==> src/rtl/idm_pkg.sv <==
package idm_pkg;
   typedef enum logic [1:0] {
      ACC_REG      = 2'd0,
      ACC_DIRECT   = 2'd1,
      ACC_INDIRECT = 2'd2,
      ACC_BIT      = 2'd3
   } acc_kind_e;
endpackage

==> src/rtl/idm_bank_reg.sv <==
module idm_bank_reg #(
   parameter int BANK_W = 2
) (
   input  logic              clk,
   input  logic              rst_n,
   input  logic [BANK_W-1:0] bank_sel_i,
   output logic [BANK_W-1:0] bank_o
);
   always_ff @(posedge clk or negedge rst_n) begin
      if (!rst_n) bank_o <= '0;
      else        bank_o <= bank_sel_i;
   end

   // reset forces bank zero
   a_r1_bank_reset: assert property (@(posedge clk) !rst_n |=> bank_o == '0);
   // bank follows the select bits one edge later
   a_r3_bank_tracks: assert property (@(posedge clk) disable iff (!rst_n)
      1'b1 |=> bank_o == $past(bank_sel_i));
endmodule

==> src/rtl/idm_decode.sv <==
module idm_decode
   import idm_pkg::*;
#(
   parameter int ADDR_W        = 8,
   parameter int DATA_W        = 8,
   parameter int BANK_W        = 2,
   parameter int REG_W         = 3,
   parameter int BIT_BASE      = 32,
   parameter int BIT_BYTES     = 16
) (
   input  logic              clk,
   input  logic              rst_n,
   input  acc_kind_e         kind_i,
   input  logic [ADDR_W-1:0] addr_i,
   input  logic [BANK_W-1:0] bank_i,
   input  logic              wr_en_i,
   input  logic [DATA_W-1:0] wr_data_i,
   output logic [ADDR_W-1:0] ram_idx_o,
   output logic              ram_we_o,
   output logic [DATA_W-1:0] wmask_o,
   output logic [DATA_W-1:0] wval_o,
   output logic              sfr_sel_o,
   output logic [ADDR_W-1:0] sfr_addr_o,
   output logic              bit_mode_o,
   output logic [$clog2(DATA_W)-1:0] bit_pos_o
);
   localparam int BITPOS_W = $clog2(DATA_W);
   localparam int MSB      = ADDR_W - 1;

   logic ram_hit;

   always_comb begin
      ram_idx_o  = '0;
      ram_hit    = 1'b0;
      wmask_o    = '1;
      wval_o     = wr_data_i;
      sfr_sel_o  = 1'b0;
      sfr_addr_o = '0;
      bit_mode_o = 1'b0;
      bit_pos_o  = '0;
      unique case (kind_i)
         ACC_REG: begin
            ram_idx_o = ADDR_W'({bank_i, addr_i[REG_W-1:0]});
            ram_hit   = 1'b1;
         end
         ACC_DIRECT: begin
            if (addr_i[MSB]) begin
               sfr_sel_o  = 1'b1;
               sfr_addr_o = addr_i;
            end else begin
               ram_idx_o = addr_i;
               ram_hit   = 1'b1;
            end
         end
         ACC_INDIRECT: begin
            ram_idx_o = addr_i;
            ram_hit   = 1'b1;
         end
         ACC_BIT: begin
            bit_mode_o = 1'b1;
            if (addr_i[MSB]) begin
               sfr_sel_o  = 1'b1;
               sfr_addr_o = {addr_i[MSB:BITPOS_W], {BITPOS_W{1'b0}}};
            end else begin
               bit_pos_o = addr_i[BITPOS_W-1:0];
               ram_idx_o = ADDR_W'(BIT_BASE) + ADDR_W'(addr_i[MSB-1:BITPOS_W]);
               ram_hit   = 1'b1;
               wmask_o   = DATA_W'(1) << addr_i[BITPOS_W-1:0];
               wval_o    = {DATA_W{wr_data_i[0]}};
            end
         end
         default: ;
      endcase
   end

   assign ram_we_o = wr_en_i & ram_hit;

   // register operands stay inside the active bank
   a_r3_reg_in_bank: assert property (@(posedge clk) disable iff (!rst_n)
      (kind_i == ACC_REG) |-> (ram_idx_o >> REG_W) == ADDR_W'(bank_i) && !sfr_sel_o);
   // RAM bit accesses land in the bit window with a single-bit mask
   a_r7_bit_window: assert property (@(posedge clk) disable iff (!rst_n)
      (kind_i == ACC_BIT && !addr_i[MSB]) |->
         (int'(ram_idx_o) >= BIT_BASE) && (int'(ram_idx_o) < BIT_BASE + BIT_BYTES)
         && $countones(wmask_o) == 1);
   // indirect never selects special-register space
   a_r6_indirect_ram: assert property (@(posedge clk) disable iff (!rst_n)
      (kind_i == ACC_INDIRECT) |-> !sfr_sel_o && ram_idx_o == addr_i);
endmodule

==> src/rtl/idm_store.sv <==
module idm_store #(
   parameter int ADDR_W = 8,
   parameter int DATA_W = 8
) (
   input  logic              clk,
   input  logic              we_i,
   input  logic [ADDR_W-1:0] idx_i,
   input  logic [DATA_W-1:0] wmask_i,
   input  logic [DATA_W-1:0] wval_i,
   output logic [DATA_W-1:0] rd_o
);
   localparam int DEPTH = 1 << ADDR_W;

   logic [DEPTH*DATA_W-1:0] flat;

   for (genvar g = 0; g < DEPTH; g++) begin : g_cell
      logic [DATA_W-1:0] cell_q;
      always_ff @(posedge clk) begin
         if (we_i && idx_i == ADDR_W'(g))
            cell_q <= (cell_q & ~wmask_i) | (wval_i & wmask_i);
      end
      assign flat[g*DATA_W +: DATA_W] = cell_q;
   end

   assign rd_o = flat[idx_i*DATA_W +: DATA_W];
endmodule

==> src/rtl/core_data_ram.sv <==
module core_data_ram
   import idm_pkg::*;
#(
   parameter int ADDR_W        = 8,
   parameter int DATA_W        = 8,
   parameter int NUM_BANKS     = 4,
   parameter int REGS_PER_BANK = 8,
   parameter int BIT_BASE      = 32,
   parameter int BIT_BYTES     = 16
) (
   input  logic                         clk,
   input  logic                         rst_n,
   input  logic [1:0]                   acc_kind,
   input  logic [ADDR_W-1:0]            addr,
   input  logic                         wr_en,
   input  logic [DATA_W-1:0]            wr_data,
   input  logic [$clog2(NUM_BANKS)-1:0] bank_sel,
   output logic [DATA_W-1:0]            rd_data,
   output logic                         sfr_sel,
   output logic [ADDR_W-1:0]            sfr_addr,
   output logic                         bit_val
);
   localparam int BANK_W   = $clog2(NUM_BANKS);
   localparam int REG_W    = $clog2(REGS_PER_BANK);
   localparam int BITPOS_W = $clog2(DATA_W);
   localparam int HALF     = 1 << (ADDR_W - 1);

   if (NUM_BANKS * REGS_PER_BANK > BIT_BASE)
      $error("register banks overlap the bit window");
   if (BIT_BYTES * DATA_W != HALF)
      $error("bit window must cover exactly the lower-half bit addresses");
   if (BIT_BASE + BIT_BYTES > HALF)
      $error("bit window must lie in the lower half");
   if ((1 << BITPOS_W) != DATA_W || (1 << REG_W) != REGS_PER_BANK)
      $error("data width and bank size must be powers of two");

   logic [BANK_W-1:0]   bank_q;
   logic [ADDR_W-1:0]   ram_idx;
   logic                ram_we;
   logic [DATA_W-1:0]   wmask, wval, store_rd;
   logic                bit_mode;
   logic [BITPOS_W-1:0] bit_pos;

   idm_bank_reg #(.BANK_W(BANK_W)) u_bank (
      .clk(clk), .rst_n(rst_n), .bank_sel_i(bank_sel), .bank_o(bank_q));

   idm_decode #(
      .ADDR_W(ADDR_W), .DATA_W(DATA_W), .BANK_W(BANK_W), .REG_W(REG_W),
      .BIT_BASE(BIT_BASE), .BIT_BYTES(BIT_BYTES)
   ) u_dec (
      .clk(clk), .rst_n(rst_n), .kind_i(acc_kind_e'(acc_kind)), .addr_i(addr),
      .bank_i(bank_q), .wr_en_i(wr_en), .wr_data_i(wr_data),
      .ram_idx_o(ram_idx), .ram_we_o(ram_we), .wmask_o(wmask), .wval_o(wval),
      .sfr_sel_o(sfr_sel), .sfr_addr_o(sfr_addr), .bit_mode_o(bit_mode),
      .bit_pos_o(bit_pos));

   idm_store #(.ADDR_W(ADDR_W), .DATA_W(DATA_W)) u_store (
      .clk(clk), .we_i(ram_we), .idx_i(ram_idx), .wmask_i(wmask),
      .wval_i(wval), .rd_o(store_rd));

   assign rd_data = sfr_sel ? '0 : store_rd;
   assign bit_val = bit_mode && !sfr_sel && store_rd[bit_pos];

   // a special-register access never writes RAM
   a_r5_sfr_no_ram_write: assert property (@(posedge clk) disable iff (!rst_n)
      sfr_sel |-> !ram_we && rd_data == '0 && !bit_val);
   // address output idle unless flagged
   a_r11_sfr_addr_idle: assert property (@(posedge clk) disable iff (!rst_n)
      !sfr_sel |-> sfr_addr == '0);
endmodule

==> config.mk <==
export PLATFORM = sky130hd
export DESIGN_NAME = core_data_ram
export DESIGN_NICKNAME = d
export VERILOG_FILES = /design/src/rtl/idm_pkg.sv /design/src/rtl/idm_bank_reg.sv /design/src/rtl/idm_decode.sv /design/src/rtl/idm_store.sv /design/src/rtl/core_data_ram.sv
export SDC_FILE = /design/constraint.sdc
export NUM_CORES = 2
export LEC_CHECK = 0
export CAP_MARGIN = 20
export CORE_MARGIN = 5
export CORE_UTILIZATION = 56
export CTS_CLUSTER_DIAMETER = 30
export CTS_CLUSTER_SIZE = 24
export DETAILED_ROUTE_END_ITERATION = 7
export PLACE_DENSITY_LB_ADDON = 0.25
export SYNTH_ARGS = -nofsm -noshare
export SYNTH_HDL_FRONTEND = slang
export SYNTH_HIERARCHICAL = 1
export SYNTH_SLANG_ARGS = --single-unit
==> constraint.sdc <==
create_clock -name clk -period 3.95 [get_ports clk]
set_input_delay 0.395 -clock clk [delete_from_list [all_inputs] [get_ports clk]]
set_output_delay 0.395 -clock clk [all_outputs]
set_load 0.05 [all_outputs]
# After elaboration in Yosys (flattened, before gate mapping)
# Cells that the tools add are included.
# totals
in_bits	23
out_inout_bits	18
word_cells	1317
ff_bits	2050
# op_classes
n_shift	2
addsub	1
n_mux	20
order_cmp	1
n_reduce_logical	263
bitwise	515
n_eq_ne	258
# ops
cell	count
$and A8 B8 Y8	257
$or A8 B8 Y8	256
$shiftx A2048 B12 Y8	1
$eq A8 B8 Y1 const B	128
$eq A8 B7 Y1 const B	64
$logic_and A1 B1 Y1	258
$eq A8 B6 Y1 const B	32
$eq A8 B5 Y1 const B	16
$eq A8 B4 Y1 const B	8
$mux W8	8
$eq A8 B3 Y1 const B	4
$pmux W8 S4	1
$eq A8 B2 Y1 const B	2
$pmux W8 S2	1
$eq A8 B1 Y1 const B	1
$logic_not A8 Y1	1
$not A8 Y8	1
$shl A1 B3 Y8 const A	1
$add A6 B4 Y7 const A	1
$mux W7	1
$mux W3	2
$mux W1	5
$eq A2 B2 Y1 const B	2
$lt A3 B4 Y1 const B	1
7 further kinds	8

# Depth between registers and ports, before layout
# depth
word_depth	7
ltp_mapped	15
mapped_depth_nobuf	11

# By module
# Netlist, hierarchy kept.
# modules_own_cells
module	cells_per_inst	area_each_um2	seq_area_each_um2	instances
idm_store	5942	92377.3	61499.0	1
idm_decode	75	457.9	0.0	1
core_data_ram	16	132.6	0.0	1
idm_bank_reg	2	50.0	50.0	1

# Worst setup path after synthesis
# No wires, ideal clock.
# synth_path
path_kind	in2out
from	in acc_kind[0]
to	out bit_val
t_arrival_ns	4.314
path_slack_ns	-0.759
n_path_buf	3
path_stages	14
required_ns	3.555
path_cell_list	nor2b_4 buf_6 a22oi_1 a21oi_1 nor2b_1 clkbuf_1 clkbuf_1 a22oi_1 a21oi_1 o41ai_1 nand4_1 mux4_1 inv_1 a2111oi_1
# synth_via
elab_chain_len	6
word_cells_on_any_way	15
cone_classes	eq/ne: 3; shift: 1; mux: 6; reduce/logical: 5
# synth_lines
element	line_no	rtl
start: declaration	core_data_ram.sv:13	input logic [1:0] acc_kind,
$eq A2 B2 Y1, or another cell as far along	idm_decode.sv:41	unique case (kind_i)
$pmux W8 S4 (*)	idm_decode.sv:41	
named net ram_idx[3]	core_data_ram.sv:38	logic [ADDR_W-1:0] ram_idx;
$shiftx A2048 B12 Y8 (*)	idm_store.sv:25	assign rd_o = flat[idx_i*DATA_W +: DATA_W];
named net store_rd[6]	core_data_ram.sv:40	logic [DATA_W-1:0] wmask, wval, store_rd;
$bmux W1 S3 (*)	core_data_ram.sv:62	assign bit_val = bit_mode && !sfr_sel && store_rd[bit_pos];
$mux W1 (implied by the code) (*)	core_data_ram.sv:62	
$logic_and A1 B1 Y1 (*)	core_data_ram.sv:62	
end: declaration	core_data_ram.sv:21	output logic bit_val
# The timed path passes the listed nets; every way through them passes the cells marked *. The select of a mux whose other input is x is not followed.

# Final worst setup path
# layout_path
from	reg u_bank.bank_o[0]
to	out bit_val
# layout_via
elab_chain_len	5
# layout_lines
element	line_no	rtl
start: declaration	idm_bank_reg.sv:7	output logic [BANK_W-1:0] bank_o
start signal: assignment	idm_bank_reg.sv:11	else bank_o <= bank_sel_i;
$pmux W8 S4	idm_decode.sv:41	
named net ram_idx[3]	core_data_ram.sv:38	
$shiftx A2048 B12 Y8	idm_store.sv:25	
named net store_rd[2]	core_data_ram.sv:40	
$bmux W1 S3	core_data_ram.sv:62	
$mux W1 (implied by the code)	core_data_ram.sv:62	
$logic_and A1 B1 Y1	core_data_ram.sv:62	
# The timed path passes the listed nets, and every way through them passes these cells. The select of a mux whose other input is x is not followed.

==> impl_metrics.py <==
metrics = {
    "outcome": {
        "status": "complete, but fails checks",
        "violations": "negative setup slack",
    },
    "yosys": {
        "synth_top_area_cell": "edfxtp_1",
        "synthFlopType": "edfxtp_1",
        "async_flop_share_pct": 0.09756,
        "yosys.area.top_type_share_pct": 66.12,
        "synthTopCellsByArea": "edfxtp_1, mux4_2, and3_1",
        "ys_ff_latch": 2050,
        "seq_area_frac_synth_pct": 66.17,
        "synth-edff-count": 2048,
        "synth_cells": 6035,
        "ys_warn_count": 6,
        "ys_types": 43,
        "syn-cell-area_mm2": 0.09302,
        "synth_fp_nets": 6058,
        "syn_area_per_cell_um2": 15.41,
    },
    "timing": {
        "grt_setup_unrepaired": "yes",
        "hold_viol": 0,
        "finClkSkew_ns": 0.07620,
        "period_minus_slack_ns": 4.875,
        "max_freq_mhz": 205.1,
        "tightest_slew_ns": 1.107,
        "slew_viol_final": 0,
        "slew_headroom_pct": 25.94,
        "post-route-period-util_pct": 123.4,
        "fin_ws_ns": -0.9255,
        "worst_hold_slack_ns": 0.1990,
        "finalSetupViolations": 9,
    },
    "layout": {
        "layout.cells.non_filler": 8888,
        "regArea_mm2": 0.06155,
        "nFillCells": 9689,
        "layout_commonest_cell": "edfxtp_1",
        "final_cell_mix": "edfxtp_1, and3_1, mux4_2, clkbuf_16, buf_4",
        "multiInputGateArea_mm2": 0.02974,
        "area_growth_pct": 26.21,
        "nNetsFinal": 6385,
        "layout-drive-gt1-share_pct": 31.48,
    },
    "clock_tree": {
        "h-tree-depth": 5,
        "clock_path_buffers": 4,
        "path_clk_slew_ns": 0.05,
        "cts_tree": "done",
        "cts-buffers-inserted": 421,
        "clock_latency_ns": 0.99,
        "root_buffer": "clkbuf_16",
        "cts_sinks": 2050,
    },
    "placement": {
        "post-place-ws_ns": -1.748,
        "portBuffers": 40,
        "gp_congestion": 0.8464,
        "place_inst": 8044,
        "dp_hpwl_mm": 141.3,
    },
    "global_routing": {
        "grt_overflow_total": 0,
        "antenna_found_initial": 6,
        "grt_pass1_vias": 60360,
        "use_met3_pct": 6.194,
        "grt_pass1_wl_mm": 391.8,
        "use_met2_pct": 48.24,
        "track_usage_pct": 29.99,
        "grt_max_degree": 193,
        "grt_use_met1_pct": 39.87,
        "grt-busiest-layer": "met2",
    },
    "die": {
        "fp.dieH_um": 417.6,
        "fp.dieW_um": 417.6,
        "dieArea_mm2": 0.1744,
        "num_rows": 149,
        "core_mm2": 0.1650,
        "ioPinCount": 41,
        "initial_core_util_pct": 56.38,
    },
    "min_path": {
        "min_path_type": "in -> async",
    },
    "power": {
        "switching_power_mw": 14.48,
        "combPwrFrac_pct": 8.0,
        "p_int_mw": 50.44,
        "pwr-share-clk_pct": 54.8,
        "p_leak_nw": 46.16,
        "max-vdd-ir-drop_uv": 515.0,
        "p_per_area_mw_per_mm2": 553.0,
        "share_seq_of_total_power_pct": 37.2,
        "swShare_pct": 22.30,
    },
    "routing": {
        "routed_via_density": 6.688,
        "drt_iter0_markers": 7788,
        "avgRoutedWirePerCell_um": 29.66,
        "drc": 0,
        "postRouteAntennaNets": 0,
        "drtPass1Iterations": 5,
        "vias": 59440,
        "wirelength_mm": 263.6,
    },
    "setup_path": {
        "critical_path_class": "reg -> out",
        "worst_setup_path_end_kind": "output port",
        "crit_path_start_kind": "flop",
        "critPathRequiredTime_ns": 3.56,
        "cp_max_fo": 5,
        "arrival_ns": 4.48,
    },
    "run": {
        "max_cap_violations": 0,
    },
}
==> power groups by stage <==
| stage | combinational, mW | sequential, mW | clock [mW] |
|---|---|---|---|
| final | 5.18 | 24.2 | 35.6 |
| after global routing | 5.39 | 24.1 | 37.0 |
| after CTS | 4.99 | 24.2 | 35.8 |
| after floorplan | 2.41 | 24.7 | 0 |
| after detailed placement | 4.48 | 24.6 | 0 |
| after global placement | 4.42 | 24.6 | 0 |
==> routing by layer <==
layer  vias to the layer above  wire (um)
met2                      3645     129400
met4                         0      11610
met5                         -          0
met3                       641      27720
met1                     30470      94840
li1                      24680          -
==> repair_timing <==
action,CTS,global route
endpoints found under the setup margin,9,9
hold endpoints to repair,68,0
gates cloned,10,1
hold buffers,4,0
pin swaps,46,47
resized for setup,218,103
setup buffers,62,20
==> kinds of logic (layout without fill, tap and decap cells) <==
kind of cell / after synthesis / count (layout) / synth area share (%)
AND/OR/NAND/NOR: 2213 / 2213 / 14.63
AO/OA/AOI/OAI: 438 / 438 / 3.231
multiplexers: 514 / 514 / 12.44
buffers and inverters: 820 / 1481 / 3.530
flip-flops: 2050 / 2050 / 66.17
other: 0 / 3 / 0
==> final timing paths <==
check / start / cells after the start / slack, ns / to
min in group clk: bank_sel[1] / 2 / 0.47 / u_bank/bank_o[1]
worst min-delay path: rst_n / 2 / 0.20 / u_bank/bank_o[0]
worst max-delay path: u_bank/bank_o[0] / 15 / -0.93 / bit_val
worst min register to register: u_bank/bank_o[0] / 6 / 1.70 / flop
max in group asynchronous: rst_n / 2 / 3.63 / u_bank/bank_o[1]
worst max register to register: u_bank/bank_o[0] / 13 / 0.88 / flop
==> area by class of cell <==
type	instances	area share (%)
diodes	3	0.006395
clock buffers	464	9.311
clock inverters	293	2.899
inverters	6	0.02132
multi-input cells	3165	25.34
flip-flops and latches	2050	52.43
well taps	2189	2.333
repair buffers	718	7.666
==> cells in the mapped netlist (2+ instances only) <==
master	instances
a21o_1	2
a21oi_1	129
a22o_1	2
a22oi_1	258
a31o_2	2
a32oi_1	2
and2_1	262
and3_1	1796
buf_1	25
buf_2	44
buf_4	12
buf_6	14
clkbuf_1	719
dfrtp_1	2
edfxtp_1	2048
inv_1	6
mux4_2	512
nand2_1	34
nand2b_1	9
nand3_1	4
nand4_1	8
nor2_1	67
nor2b_1	15
nor3_1	7
nor3b_1	2
o21ai_0	3
o21ai_1	2
o31ai_1	2
o41ai_1	32
or2_1	2
==> per-stage QoR <==
| stage | area, um^2 | util [%] | TNS [ns] | total power, mW |
|---|---|---|---|---|
| final | 117400 | 71.15 | -4.493 | 64.92 |
| after global routing | 117400 | 71.15 | -5.319 | 66.54 |
| after CTS | 116800 | 70.77 | -5.018 | 64.94 |
| after detailed placement | 100400 | 60.82 | -11.55 | 29.04 |
| after global placement | 100400 | 60.82 | -11.72 | 28.98 |
| after floorplan | 93020 | - | -1284.37 | 27.11 |
==> worst max-delay path: stages (launching register included) <==
cell and delay (ns):
dfrtp_1 0.40, a221oi_4 0.34, a21oi_4 0.13, and2_4 0.23, buf_12 0.16, buf_8 0.13
buf_6 0.12, a22oi_2 0.26, a21oi_2 0.12, o41ai_4 0.49, buf_4 0.21, nand4_1 0.19
a2111oi_4 0.36, buf_4 0.18, a2111oi_4 0.05, buf_6 0.18
Power figures use the tool's default switching activity.
